**config.mk**
```make
export PLATFORM = sky130hd
export DESIGN_NAME = ret_addr_stack
export DESIGN_NICKNAME = d
export VERILOG_FILES = /design/src/rtl/ret_addr_stack.sv
export SDC_FILE = /design/constraint.sdc
export NUM_CORES = 2
export LEC_CHECK = 0
export BUFFER_PORTS_ARGS = -buffer_cell sky130_fd_sc_hd__buf_4
export CELL_PAD_IN_SITES_DETAIL_PLACEMENT = 1
export CELL_PAD_IN_SITES_GLOBAL_PLACEMENT = 1
export CORE_MARGIN = 4
export CORE_UTILIZATION = 51
export DETAILED_ROUTE_END_ITERATION = 7
export PLACE_DENSITY_LB_ADDON = 0.1
export REMOVE_ABC_BUFFERS = 1
export SYNTH_ARGS = -nofsm -noshare
export SYNTH_HDL_FRONTEND = slang
export SYNTH_SLANG_ARGS = --single-unit
export TNS_END_PERCENT = 50
```
**constraint.sdc**
```tcl
create_clock -name clk -period 3.3 [get_ports clk]
set_input_delay 0.495 -clock clk [delete_from_list [all_inputs] [get_ports clk]]
set_output_delay 0.495 -clock clk [all_outputs]
set_load 0.01 [all_outputs]
```
**src/rtl/ret_addr_stack.sv**
```systemverilog
module ret_addr_stack #(
  parameter int DEPTH = 31,
  parameter int AW    = 21,
  localparam int PW   = $clog2(DEPTH + 1)
) (
  input  logic          clk,
  input  logic          rst_n,
  input  logic          ovf_rst_en,
  input  logic          push,
  input  logic          pop,
  input  logic [AW-1:0] push_addr,
  input  logic          tos_wr,
  input  logic [AW-1:0] tos_wdata,
  input  logic          ptr_wr,
  input  logic [PW-1:0] ptr_wdata,
  input  logic          clr_full,
  input  logic          clr_unf,
  output logic [AW-1:0] tos,
  output logic [PW-1:0] ptr,
  output logic          full,
  output logic          unf,
  output logic          reset_req
);

  localparam logic [PW-1:0] TOP = PW'(DEPTH);

  logic [AW-1:0] mem [0:DEPTH];
  logic [PW-1:0] ptr_q, ptr_d;
  logic          full_q, unf_q, req_q;

  wire do_push = push & ~pop & ~ptr_wr;
  wire do_pop  = pop & ~push & ~ptr_wr;
  wire empty   = (ptr_q == '0);
  wire at_top  = (ptr_q == TOP);
  wire do_tos  = tos_wr & ~push & ~pop & ~ptr_wr & ~empty;

  wire [PW-1:0] ptr_inc = ptr_q + 1'b1;
  wire [PW-1:0] ptr_dec = ptr_q - 1'b1;
  wire [PW-1:0] ptr_ld  = (ptr_wdata > TOP) ? TOP : ptr_wdata;

  wire store    = do_push & ~at_top;
  wire fills    = do_push & (at_top | (ptr_inc == TOP));
  wire ovf_kick = fills & ovf_rst_en;
  wire under    = do_pop & empty;
  wire req_d    = ovf_kick | (under & ovf_rst_en);

  always_comb begin
    ptr_d = ptr_q;
    if (ptr_wr)
      ptr_d = ptr_ld;
    else if (do_push) begin
      if (ovf_kick)
        ptr_d = '0;
      else if (!at_top)
        ptr_d = ptr_inc;
    end else if (do_pop && !empty)
      ptr_d = ptr_dec;
  end

  for (genvar i = 0; i <= DEPTH; i++) begin : g_slot
    always_ff @(posedge clk or negedge rst_n) begin
      if (!rst_n)
        mem[i] <= '0;
      else if (store && ptr_inc == PW'(i))
        mem[i] <= push_addr;
      else if (do_tos && ptr_q == PW'(i))
        mem[i] <= tos_wdata;
    end
  end

  always_ff @(posedge clk or negedge rst_n) begin
    if (!rst_n) begin
      ptr_q  <= '0;
      full_q <= 1'b0;
      unf_q  <= 1'b0;
      req_q  <= 1'b0;
    end else begin
      ptr_q  <= ptr_d;
      full_q <= fills | (full_q & ~clr_full);
      unf_q  <= under | (unf_q & ~clr_unf);
      req_q  <= req_d;
    end
  end

  assign tos       = mem[ptr_q];
  assign ptr       = ptr_q;
  assign full      = full_q;
  assign unf       = unf_q;
  assign reset_req = req_q;

endmodule


```
==> results.toml <==
[drt]
first_pass_iters = 6
met1_length_mm = 58.7
via_per_inst = 7.37
dr_wl_met3_mm = 17.9
vias = 32500
wl_per_cell_um = 37.2
drc_errors = 0
postRouteAntennaNets = 0
top_layer = "met4"
drtIter0Drc = 4489
route.met2.wl_mm = 72.5
finalWirelength_mm = 164

[placement]
portBuffers = 84
gp_congestion = 1.00
dpl.hpwl_mm = 96.9

[timing]
max_slew_margin = 0.233
fin_ws_ps = -233
finalMaxSlewViolations = 0
finalCritPeriodShare = 1.07
setup_violations = 21
max_freq_ghz = 0.283
rsz0062_at_grt = "yes"
worst_pin_slew_ps = 1150
min_period_ps = 3530
finalHoldViolCount = 0
skew_ps = 33.9

[cells_and_area]
layout_commonest_cell = "dfrtp_1"
final-seq-area_mm2 = 0.0170
drive_gt1_frac = 0.217
area_growth_pct = 18.6
finalNetCount = 3483
final_cell_mix = "678 x dfrtp_1, 579 x nand2_1, 272 x buf_4"
multiInputGateArea_mm2 = 0.0179
fillers = 7012
utilization = 0.613

[global_routing]
first_global_vias = 34200
grt_max_degree = 79
grt_overflow = 0
antenna_found_initial = 2
grt_pass1_wl_mm = 237
grt.total_usage = 0.433

[critical_path]
crit_path_frequent_cell = "buf_4"
cpPeakStageDelay_ps = 520
required_ps = 2800
cpMaxStageDelayCell = "dfrtp_4"
critPathLaunchType = "register"
critPathCaptureType = "primary output"
critPathTopFamily = "buffers and inverters"
path_max_fanout = 7
crit_type = "register to primary output"
crit_buf_inv = 5
critical_path.cell_chain = "buf_12 -> buf_4 -> buf_16 -> buf_4 -> mux4_2 -> nor2b_2 -> a21oi_4 -> nand4_1 -> buf_4"
arrival_ps = 3040

[outcome]
violations = "negative setup slack"
status = "finished with violations"

[floorplan]
placementRows = 96
initial_core_util = 0.517
core-area_mm2 = 0.0688
io_pins = 85
die_x_um = 272
dieArea_mm2 = 0.0741
dieHeight_um = 272

[synth]
ys_warn_count = 0
yosys.area_share.adder = 0.00281
synth-edff-count = 0
synth_cell_types = 68
synth_top_family_by_area = "compound AO/OA/AOI/OAI gates"
synthXorXnorAreaFrac = 0.000738
postSynthCellCount = 3388
async_flop_share = 1.00
syn_area_mm2 = 0.0356
synth-compound-area-share = 0.232
synth_seq_cells = 680
muxShareOfSynthArea = 0.131
synth_ff_type = "dfrtp_1"
ys_seq_area_frac = 0.478
syn-mean-instance-area_um2 = 10.5
post_synth_and_or_nand_nor_area_fraction = 0.106

[clock_network]
cts_buffer_depth = 3
cts_tree = "done"
clkTransAtPathRegs_ps = 60
cts_buffers = 75
cts_sinks = 680
cts-htree-levels = 3
clk_latency_ps = 660
cts-root-buf = "clkbuf_16"

[power_and_ir_drop]
ir_drop_mv = 0.549
leakagePower_nw = 20.4
powerDensity_mw_per_mm2 = 774
finalPower_w = 0.0327

[run]
max_cap_violations = 0

[hold_path]
hp-class = "input port to register"
## per-layer routing
layer  track usage  up-vias
li1              -    12700
met1         0.532    16900
met2         0.643     2311
met3         0.129      627
met4         0.334        0
met5       0.00132        -
## cell type report
type / instances / area share
well taps: 931 / 0.0276
repair buffers: 335 / 0.0809
diodes: 2 / 0.000119
clock buffers: 110 / 0.0531
clock inverters: 23 / 0.00785
inverters: 29 / 0.00267
multi-input cells: 2298 / 0.425
flip-flops and latches: 680 / 0.403
## flip-flops by register name (all words and copies together) (netlist names)
register / flops
full: 1
mem: 672
ptr: 5
reset_req: 1
unf: 1
## synthesized netlist by cell type (all sizes together) (8+ instances only)
library cell | count | share of area
a21o | 200 | 0.042
a21oi | 67 | 0.0096
a221o | 69 | 0.019
a22o | 202 | 0.050
a22oi | 189 | 0.040
and2 | 14 | 0.0025
and3 | 21 | 0.0037
buf | 137 | 0.021
clkbuf | 246 | 0.026
dfrtp | 680 | 0.48
ha | 8 | 0.0028
inv | 29 | 0.0031
mux2 | 21 | 0.0066
mux2i | 252 | 0.071
mux4 | 84 | 0.053
nand2 | 584 | 0.062
nand2b | 8 | 0.0014
nand3 | 55 | 0.0080
nand4 | 23 | 0.0040
nor2 | 89 | 0.0095
nor2b | 52 | 0.0091
o211ai | 15 | 0.0033
o21ai | 110 | 0.016
o221ai | 190 | 0.047
## kinds of logic after synthesis
| group | after synthesis |
|---|---|
| adders and majority gates | 8 |
| xor gates and xnor gates | 3 |
| muxes | 357 |
| DFF | 680 |
| buffers and inverters | 412 |
| AOI/OAI and AO/OA | 1063 |
| and+or+nand+nor | 865 |
## metrics by stage
step,setup TNS [ps],hold slack (ps),instance area [µm²],instances,worst slack (ps)
final,-2150,46.4,42200,4408,-233
after global routing,-2260,46.5,42200,4406,-205
after floorplan,-6257190,199,33900,3005,-10250
after global placement,-38.3,453,37800,4215,-38.3
after CTS,-1530,37.8,41600,4383,-131
after detailed placement,0,462,37800,4215,90.5
## final timing paths
path                             to  depth (start not counted)  startpoint  slack [ps]
max                         tos[17]                          9      ptr[0]        -230
min                            full                          2    clr_full          50
max reg2reg                mem[356]                         11      ptr[1]         110
min reg2reg                mem[537]                          2    mem[537]         480
max in group asynchronous  mem[234]                          3       rst_n        1810
min in group asynchronous  mem[476]                          2       rst_n         480
## report_power, final
part	internal, W	switching [W]
clock	0.00526	0.00370
sequential	0.0112	0.00188
combinational	0.00470	0.00599
## repair_timing
item,CTS,global route
buffers inserted,21,19
setup endpoints to repair,21,58
hold endpoints to repair,61,0
pin swaps,14,16
gates resized for setup,143,66
hold buffers,1,0
gates cloned,14,6
## worst reg2reg max path, cell delays in order (launching register included)
cell and delay, ps:
dfrtp_4 520, buf_4 180, ha_1 190, and3_1 160
ha_1 260, and2b_1 400, nand4_1 220, buf_4 220
a21oi_2 120, or2_1 470, buf_12 230, o21ai_0 100
Note: power is estimated with default switching activity, not from simulation.
